[config.mk]
export PLATFORM = sky130hd
export DESIGN_NAME = tlc_top
export DESIGN_NICKNAME = d
export VERILOG_FILES = /design/src/rtl/tlc_pkg.sv /design/src/rtl/tlc_sync.sv /design/src/rtl/tlc_timer.sv /design/src/rtl/tlc_ctrl.sv /design/src/rtl/tlc_lamp_dec.sv /design/src/rtl/tlc_top.sv
export SDC_FILE = /design/constraint.sdc
export NUM_CORES = 1
export LEC_CHECK = 0
export BUFFER_PORTS_ARGS = -buffer_cell sky130_fd_sc_hd__buf_2
export CORE_UTILIZATION = 30
export CTS_CLUSTER_DIAMETER = 60
export DETAILED_ROUTE_END_ITERATION = 12
export PLACE_DENSITY = 0.5
export RECOVER_POWER = 50
export SKIP_CTS_REPAIR_TIMING = 1
export SLEW_MARGIN = 30
export SYNTH_ARGS = -nofsm -noshare
export SYNTH_HDL_FRONTEND = slang
export SYNTH_HIERARCHICAL = 1
export SYNTH_SLANG_ARGS = --single-unit
[constraint.sdc]
create_clock -name clk -period 3.2 [get_ports clk]
set_clock_uncertainty 0.1 [all_clocks]
set_input_delay 0.16 -clock clk [delete_from_list [all_inputs] [get_ports clk]]
set_output_delay 0.16 -clock clk [all_outputs]
set_load 0.02 [all_outputs]
[src/rtl/tlc_pkg.sv]
package tlc_pkg;

    // Light phase; encoding is fixed because decoders and checks rely on it
    typedef enum logic [1:0] {
        PH_HWY_GO   = 2'b00,
        PH_FARM_GO  = 2'b01,
        PH_HWY_WARN = 2'b10,
        PH_FARM_WARN = 2'b11
    } phase_e;

    typedef struct packed {
        logic red;
        logic yel;
        logic grn;
    } lamp_t;

    typedef struct packed {
        phase_e phase;
    } ctrl_state_t;

endpackage

[src/rtl/tlc_sync.sv]
module tlc_sync #(
    parameter int STAGES = 1
) (
    input  logic clk,
    input  logic rst_n,
    input  logic din,
    output logic dout
);
    logic [STAGES-1:0] chain_d, chain_q;

    generate
        if (STAGES == 1) begin : g_one
            always_comb chain_d = din;
        end else begin : g_many
            always_comb chain_d = {chain_q[STAGES-2:0], din};
        end
    endgenerate

    always_ff @(posedge clk or negedge rst_n) begin
        if (!rst_n) chain_q <= '0;
        else        chain_q <= chain_d;
    end

    assign dout = chain_q[STAGES-1];
endmodule

[src/rtl/tlc_timer.sv]
module tlc_timer #(
    parameter int SHORT_CNT = 4,
    parameter int LONG_CNT  = 12,
    localparam int CW = $clog2(LONG_CNT + 1)
) (
    input  logic          clk,
    input  logic          rst_n,
    input  logic          restart,
    output logic          ts,
    output logic          tl,
    output logic [CW-1:0] count
);
    localparam logic [CW-1:0] SHORT_V = CW'(SHORT_CNT);
    localparam logic [CW-1:0] LONG_V  = CW'(LONG_CNT);

    logic [CW-1:0] cnt_d, cnt_q;

    always_comb begin
        cnt_d = cnt_q;
        if (restart)              cnt_d = '0;
        else if (cnt_q != LONG_V) cnt_d = cnt_q + 1'b1;
    end

    always_ff @(posedge clk or negedge rst_n) begin
        if (!rst_n) cnt_q <= '0;
        else        cnt_q <= cnt_d;
    end

    assign ts    = (cnt_q >= SHORT_V);
    assign tl    = (cnt_q >= LONG_V);
    assign count = cnt_q;
endmodule

[src/rtl/tlc_ctrl.sv]
module tlc_ctrl
    import tlc_pkg::*;
(
    input  logic   clk,
    input  logic   rst_n,
    input  logic   car,
    input  logic   ts,
    input  logic   tl,
    output phase_e phase,
    output logic   restart
);
    ctrl_state_t st_d, st_q;
    logic        go;

    always_comb begin
        st_d = st_q;
        go   = 1'b0;
        unique case (st_q.phase)
            PH_HWY_GO: begin
                go = tl && car;
                if (go) st_d.phase = PH_HWY_WARN;
            end
            PH_HWY_WARN: begin
                go = ts;
                if (go) st_d.phase = PH_FARM_GO;
            end
            PH_FARM_GO: begin
                go = tl || !car;
                if (go) st_d.phase = PH_FARM_WARN;
            end
            PH_FARM_WARN: begin
                go = ts;
                if (go) st_d.phase = PH_HWY_GO;
            end
            default: st_d.phase = PH_HWY_GO;
        endcase
    end

    always_ff @(posedge clk or negedge rst_n) begin
        if (!rst_n) st_q.phase <= PH_HWY_GO;
        else        st_q       <= st_d;
    end

    assign phase   = st_q.phase;
    assign restart = go;
endmodule

[src/rtl/tlc_lamp_dec.sv]
module tlc_lamp_dec
    import tlc_pkg::*;
(
    input  phase_e phase,
    output lamp_t  hwy,
    output lamp_t  farm
);
    // phase[0] selects which road is active, phase[1] selects amber
    always_comb begin
        hwy  = '{red: 1'b1, yel: 1'b0, grn: 1'b0};
        farm = '{red: 1'b1, yel: 1'b0, grn: 1'b0};
        if (!phase[0]) begin
            hwy.red = 1'b0;
            hwy.yel = phase[1];
            hwy.grn = !phase[1];
        end else begin
            farm.red = 1'b0;
            farm.yel = phase[1];
            farm.grn = !phase[1];
        end
    end
endmodule

[src/rtl/tlc_top.sv]
module tlc_top #(
    parameter int SHORT_CNT   = 4,
    parameter int LONG_CNT    = 12,
    parameter int SYNC_STAGES = 1
) (
    input  logic clk,
    input  logic rst_n,
    input  logic car_in,
    output logic hw_red,
    output logic hw_yel,
    output logic hw_grn,
    output logic farm_red,
    output logic farm_yel,
    output logic farm_grn
);
    import tlc_pkg::*;
    localparam int CW = $clog2(LONG_CNT + 1);

    logic          car_s;
    logic          ts, tl, restart;
    logic [CW-1:0] count;
    phase_e        phase;
    lamp_t         hwy_l, farm_l;

    tlc_sync #(.STAGES(SYNC_STAGES)) u_sync (
        .clk(clk), .rst_n(rst_n), .din(car_in), .dout(car_s)
    );

    tlc_timer #(.SHORT_CNT(SHORT_CNT), .LONG_CNT(LONG_CNT)) u_timer (
        .clk(clk), .rst_n(rst_n), .restart(restart),
        .ts(ts), .tl(tl), .count(count)
    );

    tlc_ctrl u_ctrl (
        .clk(clk), .rst_n(rst_n), .car(car_s), .ts(ts), .tl(tl),
        .phase(phase), .restart(restart)
    );

    tlc_lamp_dec u_dec (.phase(phase), .hwy(hwy_l), .farm(farm_l));

    assign hw_red   = hwy_l.red;
    assign hw_yel   = hwy_l.yel;
    assign hw_grn   = hwy_l.grn;
    assign farm_red = farm_l.red;
    assign farm_yel = farm_l.yel;
    assign farm_grn = farm_l.grn;
endmodule

Yosys cells after proc, flatten, opt, wreduce, memory -nomap -nowiden:

Cells that the tools add are included.

* register bits: 7
* input port bits: 3
* output and inout bits: 6
* word-level logic and storage cells: 32

* add/subtract/negate cells: 1
* magnitude comparators: 2
* equal/unequal tests: 8
* muxes and demuxes: 10
* reduce and logical (&&, ||, !) cells: 8

Operators by type and width (number)
* $mux W2: 4
* $mux W4: 2
* $pmux W2 S4: 1
* $mux W3: 2
* $add A4 B1 Y4 const B: 1
* $eq A2 B2 Y1 const B: 2
* $ge A4 B3 Y1 const B: 1
* $ge A4 B4 Y1 const B: 1
* $ne A2 B1 Y1 const B: 2
* $ne A2 B2 Y1 const B: 2
* $ne A4 B4 Y1 const B: 1
* $reduce_and A4 Y1: 1
* $pmux W1 S3: 1
* $eq A2 B1 Y1 const B: 1
* $logic_not A1 Y1: 2
* $logic_not A2 Y1: 1
* $reduce_bool A2 Y1: 1
* $reduce_or A2 Y1: 1
* $logic_and A1 B1 Y1: 1
* $logic_or A1 B1 Y1: 1

Logic depth before layout (Yosys ltp):

Gate-level depths: netlist of the first run.

* depth in word-level cells: 4
* gate-level depth with buffers: 6
* mapped depth without buffers: 6

Modules after synthesis:

Netlist of the first run, hierarchy kept.

By module, submodules not included
* tlc_timer: instances 1, cells each 25, area an instance 259.0 µm²
* tlc_ctrl: instances 1, cells each 19, area an instance 168.9 µm²
* tlc_lamp_dec: instances 1, cells each 6, area an instance 37.5 µm²
* tlc_sync: instances 1, cells each 1, area an instance 25.0 µm²

Worst setup path after synthesis of the first run:

No wires, ideal clock.

* path type: register to register
* start: register u_timer.cnt_q[2], in the netlist u_timer/count[2]
* end: register u_ctrl/phase[0] (netlist name)
* setup time: 0.125 ns
* arrival: 1.285 ns
* data required time: 2.975 ns
* path slack: 1.691 ns
* stages on the path, launching flop included: 6
* cell sequence: dfrtp_1 > buf_6 > and2_2 > and2_2 > o22ai_1 > mux2_2

* cells in the longest elaborated chain, start to end: 4
* elaborated cells on any way between the ends: 9
* classes of those cells: 2 x order compare; 4 x eq/ne; 3 x reduce/logical

RTL lines
* from (decl): RTL line tlc_timer.sv:16 `logic [CW-1:0] cnt_d, cnt_q;`
* from (signal assigned): RTL line tlc_timer.sv:26 `else cnt_q <= cnt_d;`
* $ge A4 B4 Y1 *: RTL line tlc_timer.sv:30 `assign tl = (cnt_q >= LONG_V);`
* net tl: RTL line tlc_top.sv:20 `logic ts, tl, restart;`
* $logic_or A1 B1 Y1 / $logic_and A1 B1 Y1 (equally long branches): RTL line tlc_ctrl.sv:28, tlc_ctrl.sv:20
* $ne A2 B1 Y1 (no source line)
* $reduce_and A4 Y1 (no source line) *

The timed path passes the listed nets; every way through them passes the cells marked *.
A chain may end at the register's enable or synchronous reset.

Worst setup path in the final report of the first run:

* start: register u_ctrl/phase[1] (netlist name)
* end: register u_timer.cnt_q[2], in the netlist u_timer/count[2]

* cells in the longest elaborated chain, start to end: 4
* elaborated cells on any way between the ends: 8
* classes of those cells: 3 x eq/ne; 2 x mux; 3 x reduce/logical

RTL lines
* $eq A2 B2 Y1: RTL line tlc_ctrl.sv:18 `unique case (st_q.phase)`
* $reduce_or A2 Y1 (no source line)
* $pmux W1 S3 *: RTL line tlc_ctrl.sv:18
* net restart: RTL line tlc_top.sv:20
* $mux W4 / $reduce_bool A2 Y1 (equally long branches)

Marks and branches as above.

==> metrics, run 1 <==
Logic pwr share=0.557; CTS tree=built; Buffers on Ports=8; Core Box Area=between 1500 and 2000 um2; fin crit period=1.74 ns; Worst-Margin Slew=0.437 ns; crit path max fanout=6; worst path arrival time=1.76 ns; Crit. End Element=flip-flop; switching share of power=0.461; first-pass GRT wire length=about 1.6 mm; post-synthesis async set-or-reset flop share=1.00; Die Wd=approximately 42 um; Clock Latency Late Sink=0.26 ns; Synth cell types=26; DR pass1 iterations=4; nets@finish=72; max_cap viols=0; Gate Count Post-Synth=51; Synth area leader=dfrtp_1; initial antenna violation count=0; main area contributors after synthesis=dfrtp_1 (36%), ha_1 (13%), and2_2 (4.6%); vias in the first global route=about 380; EDFF count, synth=0; worst path required time=3.23 ns; row count=14; die area=around 1800 um2; WS Path Type=flip-flop to flip-flop; Final Hold Fails=0; Diodes inserted=0; outcome=finished, final reports clean; maximum number of pins on one net before global-route repair=10; min-delay worst type=input pin to asynchronous set/reset pin; Via-to-Cell Ratio=between 5 and 6; share of layout cells above drive strength 1=0.238; peak supply drop=roughly 310 uV; GR Overflow Total=0; Int Power=~330 uW; CTS Sinks=7; final count of pins violating max slew=0; Setup violations, final=0; Reg power frac=0.311; RSZ-0062 raised after global routing=no; post-synthesis to final-layout area growth=17.1%; P_leak=about 0.00028 uW; H-tree level count=1; relative slew slack=0.709; initial core utilization=0.322; post-synth top area share=0.357; part of the Yosys area used for sequential elements=0.357; ys flop type=dfrtp_1; Worst setup SP type=flip-flop; Setup TNS=0 ns; clk slew on worst S/H paths=about 0.050 ns; Die Y-Extent=42.4 um; Yosys warnings=6; P_sw=around 280 uW; Root Driver=clkbuf_4; design area=roughly 570 um2; post-synthesis cell area=490 um2; detailed-route via count=398; number of buffers created by CTS=3; Initial DRC Count=12; period utilization=0.543; Pwr Density=1060 nW/um2; # IOs=9; dpl hpwl=627 um; maximum root-to-sink buffer count=2; DRC=0; clock share of power=0.133; syn nets=59; Seq cells post-synth=7; post-route ant nets=0; Power, Total=roughly 600 uW; All-Layer GR Usage=0.129; drt total wl=between 800 and 900 um; Post-Synthesis Mean Instance Area=9.62 um2; drt wl/cell=11.4 um; Achievable Freq=~0.58 GHz; gpl congestion=just over 0.7; dpl cell area=532 um2
-- layer usage --
layer  global-route usage  routed length, um
met1                0.141                373
met2                0.197                443
met3               0.0819                 71
met4               0.0563                 10
met5                    0                  0
-- synth_stat cells, types with 2 or more instances --
cell      count
and2_2        3
o22ai_1       3
ha_1          5
dfrtp_1       7
nand2_1       3
nor2b_1       2
inv_1         6
a31oi_1       2
a21oi_1       2
nand2b_1      2
-- worst max-delay path: stages (launching register included) --
cell and delay (ns):
dfrtp_1 0.41, inv_1 0.15, ha_1 0.22, o22ai_1 0.09
a22oi_1 0.40, o21bai_1 0.17, a31oi_1 0.05
-- metrics by stage --
| stage | setup WS, ns | util | cells | hold WS [ns] |
|---|---|---|---|---|
| global placement | 1.52 | 0.349 | 73 | -0.0958 |
| detailed placement | 1.45 | 0.349 | 73 | -0.0989 |
| floorplan | 1.69 | - | 51 | -0.236 |
| finish | 1.46 | 0.377 | 79 | 0.224 |
| CTS | 1.44 | 0.366 | 77 | -0.379 |
| global route | 1.24 | 0.377 | 79 | 0.250 |
-- cell families (layout without fill, tap and decap cells) --
| family | count (synthesis) | after routing | synth area share |
|---|---|---|---|
| simple gates | 16 | 16 | 0.204 |
| fa+ha+maj | 5 | 5 | 0.128 |
| flops | 7 | 7 | 0.357 |
| mux | 2 | 2 | 0.0434 |
| compound gates | 13 | 13 | 0.184 |
| buf+inv | 8 | 20 | 0.0842 |
-- path summary, 6_finish.rpt --
path | start | to | slack, ns | cells after the start
worst max register to register | u_ctrl/phase[1]$_DFFE_PN0P_ | u_timer/count[2]$_DFFE_PN0P_ | 1.46 | 6
min in group clk | car_in | u_sync/dout$_DFF_PN0_ | 0.45 | 2
max in group asynchronous | rst_n | u_sync/dout$_DFF_PN0_ | 2.50 | 2
worst min register to register | u_timer/count[2]$_DFFE_PN0P_ | u_timer/count[2]$_DFFE_PN0P_ | 0.52 | 1
worst max-delay path | u_ctrl/phase[1]$_DFFE_PN0P_ | u_timer/count[2]$_DFFE_PN0P_ | 1.46 | 6
worst min-delay path | rst_n | u_ctrl/phase[1]$_DFFE_PN0P_ | 0.22 | 2
-- power groups by stage --
stage	sequential (uW)	combinational, uW	clock [uW]
2_1_floorplan	168	295	0
3_3_place_gp	190	339	0
3_5_place_dp	191	341	0
4_1_cts	190	345	85.0
5_1_grt	200	393	92.9
6_report	189	339	80.7
-- registers in the layout (all words and copies together), names as in the netlist --
| name | cells |
|---|---|
| u_timer/count | 4 |
| u_ctrl/phase | 2 |
| u_sync/dout | 1 |
-- cell type report --
type,instances,area [um2]
clock buffer,4,26.3
multi-input combinational,36,274
inverter,6,22.5
fill,168,950
sequential,7,175
tap,16,20.0
timing repair buffer,10,56.3
-- cell usage in the layout (no fill, tap or decap) --
cell,n
a211oi_2,1
a21oi_1,2
a22oi_1,1
a31o_1,1
a31oi_1,2
and2_2,3
and2b_2,1
and3_4,1
buf_2,5
clkbuf_1,4
clkbuf_4,3
dfrtp_1,7
dlygate4sd3_1,2
ha_1,5
inv_1,6
mux2_2,1
mux2i_1,1
nand2_1,3
nand2b_1,2
nand3_1,1
nand4_1,1
nor2_1,1
nor2b_1,2
o21a_1,1
o21ai_0,1
o21bai_1,1
o22ai_1,3
or2_1,1
(Power assumes the default switching activity.)
==> run 2, diff against run 1 <==
--- a/config.mk
+++ b/config.mk
@@ -9,7 +9,7 @@
 export CORE_UTILIZATION = 30
 export CTS_CLUSTER_DIAMETER = 60
 export DETAILED_ROUTE_END_ITERATION = 12
-export PLACE_DENSITY = 0.5
+export PLACE_DENSITY = 0.52
 export RECOVER_POWER = 50
 export SKIP_CTS_REPAIR_TIMING = 1
 export SLEW_MARGIN = 30
==> constraint.sdc (replaced) <==
create_clock -name clk -period 1.5 [get_ports clk]
set_clock_uncertainty 0.1 [all_clocks]
set_input_delay 0.075 -clock clk [delete_from_list [all_inputs] [get_ports clk]]
set_output_delay 0.075 -clock clk [all_outputs]
set_load 0.02 [all_outputs]
==> run 2 against run 1 <==
Via count rose by 0.50%. Worst setup slack got worse by 1.4 ns. Hold slack got worse by 0.072 ns. Register-to-register slack got worse by 1.4 ns. Critical path type is now flip-flop to output pin. Largest power group unchanged.
==> metrics, run 2 (synthesis results as in run 1) <==
Placement Setup Slack=-0.0110 ns (-1.46 ns); most common cell after layout, fill and taps aside=buf_4; All-Layer GR Usage=0.111 (-0.0183); nets@finish=80 (+11%); Inst Count DP=80 (+9.6%); register area=176 um2 (+0.71%); peak supply drop=1010 uV (+220%); Setup TNS=0 ns (unchanged); non-filler instance count after layout=87 (+10%); drt total wl=870 um (-3.1%); period utilization=0.968; CP max stage delay=0.44 ns (+0.03 ns); most used cell along the critical path=buf_4; Diodes inserted=0 (unchanged); H-tree level count=1 (unchanged); Crit. End Element=output pin; maximum number of pins on one net before global-route repair=8 (-2); vias in the first global route=378 (-1.3%); crit path launch=u_ctrl/phase[0]$_DFFE_PN0P_; detailed-route via count=400 (+0.50%); worst path required time=1.32 ns (-1.91 ns); max_cap viols=0 (unchanged); crit path max fanout=6 (unchanged); gpl congestion=0.772 (+6.7%); Setup violations, final=0 (unchanged); Top Usage Layer GRT=met2; Worst-Margin Slew=0.363 ns (-0.0737 ns); DRC=0 (unchanged); cells on worst reg2reg path=4 (-2); Initial DRC Count=4 (-8); Crit-path slowest cell=dfrtp_2; cell family with most CP delay=flip-flops; R2R Path Start=u_timer/count[3]$_DFFE_PN0P_; crit-path cells=buf_4 -> buf_4 -> and2b_2 -> buf_6; maximum root-to-sink buffer count=2 (unchanged); row count=14 (unchanged); dpl hpwl=662 um (+5.6%); Achievable Freq=0.689 GHz; CTS tree=built; initial antenna violation count=0 (unchanged); Final WS setup=0.0486 ns (-1.42 ns); area of the multi-input gates=320 um2 (+17%); R2R Setup Slk=0.08 ns (-1.38 ns); Via-to-Cell Ratio=4.60 (-8.7%); fin crit period=approximately 1.5 ns; number of buffers created by CTS=3 (unchanged); Clock Latency Late Sink=0.24 ns (-0.02 ns); highest-count cells in the layout ignoring fill and taps=buf_4 (8), buf_2 (6), dfrtp_1 (6); Core Box Area=1520 um2 (unchanged); Final Hold Fails=0 (unchanged); P_leak=0.000335 uW (+20%); final count of pins violating max slew=0 (unchanged); post-route ant nets=0 (unchanged); worst path arrival time=1.28 ns (-0.48 ns); Die Wd=42.4 um (unchanged); grt met1 use=0.142 (+0.00152); relative slew slack=0.758 (+0.0492); max FFs per register=4 (unchanged); CTS Sinks=7 (unchanged); fillers=142 (-15%); Worst setup SP type=flip-flop; WS Path Type=flip-flop to output pin; outcome=finished, final reports clean; CP bufs+invs=3 (+2); GRT met3 Usage=0.0431 (-0.0388); DR pass1 iterations=2 (-2); R2R Path End=u_ctrl/phase[0]$_DFFE_PN0P_; Root Driver=clkbuf_4; met2 usage=0.154 (-0.0431); Die Y-Extent=42.4 um (unchanged); first-pass GRT wire length=1.48 mm (-8.9%); share of layout cells above drive strength 1=0.493 (+0.255); die area=1800 um2 (unchanged); min-delay worst type=input pin to asynchronous set/reset pin; GR Overflow Total=0 (unchanged); initial core utilization=0.322 (unchanged); Power, Total=1600 uW (+160%); Buffers on Ports=8 (unchanged); # IOs=9 (unchanged); clk slew on worst S/H paths=0.05 ns (about the same); post-synthesis to final-layout area growth=41.1%; Pwr Density=2310 nW/um2 (+120%); drt wl/cell=10.0 um (-12%)
==> run 2: cell count changes in the layout (fill, tap and decap cells not counted), moves of 2 or more <==
cell | previous run | this run
buf_4 | 0 | 8
clkbuf_1 | 4 | 1
ha_1 | 5 | 3
ha_4 | 0 | 2
inv_1 | 6 | 4
inv_2 | 0 | 2
o22ai_1 | 3 | 1
o22ai_2 | 0 | 2
==> run 2: worst max path at each step <==
| stage | endpoint | cells after the start |
|---|---|---|
| after floorplan | u_timer/count[2]$_DFFE_PN0P_ | 6 |
| after global placement | u_timer/count[0]$_DFFE_PN0P_ | 6 |
| after detailed placement | u_timer/count[1]$_DFFE_PN0P_ | 6 |
| after CTS | u_timer/count[3]$_DFFE_PN0P_ | 6 |
| after global routing | farm_grn | 4 |
| final | farm_grn | 4 |
==> run 2: power by group <==
part | internal (uW) | leakage [uW] | total [uW] | switching, uW
combinational | 546 | 0.000233 | 1080 | 529
clock | 97.0 | 0.0000177 | 162 | 64.9
sequential | 276 | 0.0000844 | 361 | 85.2
total | 919 | 0.000335 | 1600 | 679
==> run 2: worst reg2reg max path, stage by stage, from the launching register on <==
cell	delay (ns)
dfrtp_1	0.37
and2_2	0.21
and2_2	0.20
o22ai_2	0.09
mux2_2	0.34
==> run 2: routing by layer <==
layer  part of all wire  wire [um]
met3              0.014         12
met1               0.51        448
met4             0.0092          8
met5                  0          0
met2               0.46        400
==> run 2: final cells by class <==
class / instances / area share
clock buffer: 3 / 0.0325
inverter: 6 / 0.0325
tap: 16 / 0.0289
timing repair buffer: 18 / 0.181
clock inverter: 1 / 0.00723
multi-input combinational: 36 / 0.463
sequential: 7 / 0.255
==> run 2: metrics by stage <==
stage | instance area (um2) | utilization | hold slack [ns]
floorplan | 490 | - | -0.321
global placement | 584 | 0.383 | -0.185
detailed placement | 584 | 0.383 | -0.188
CTS | 612 | 0.401 | -0.456
global route | 692 | 0.454 | 0.178
finish | 692 | 0.454 | 0.152
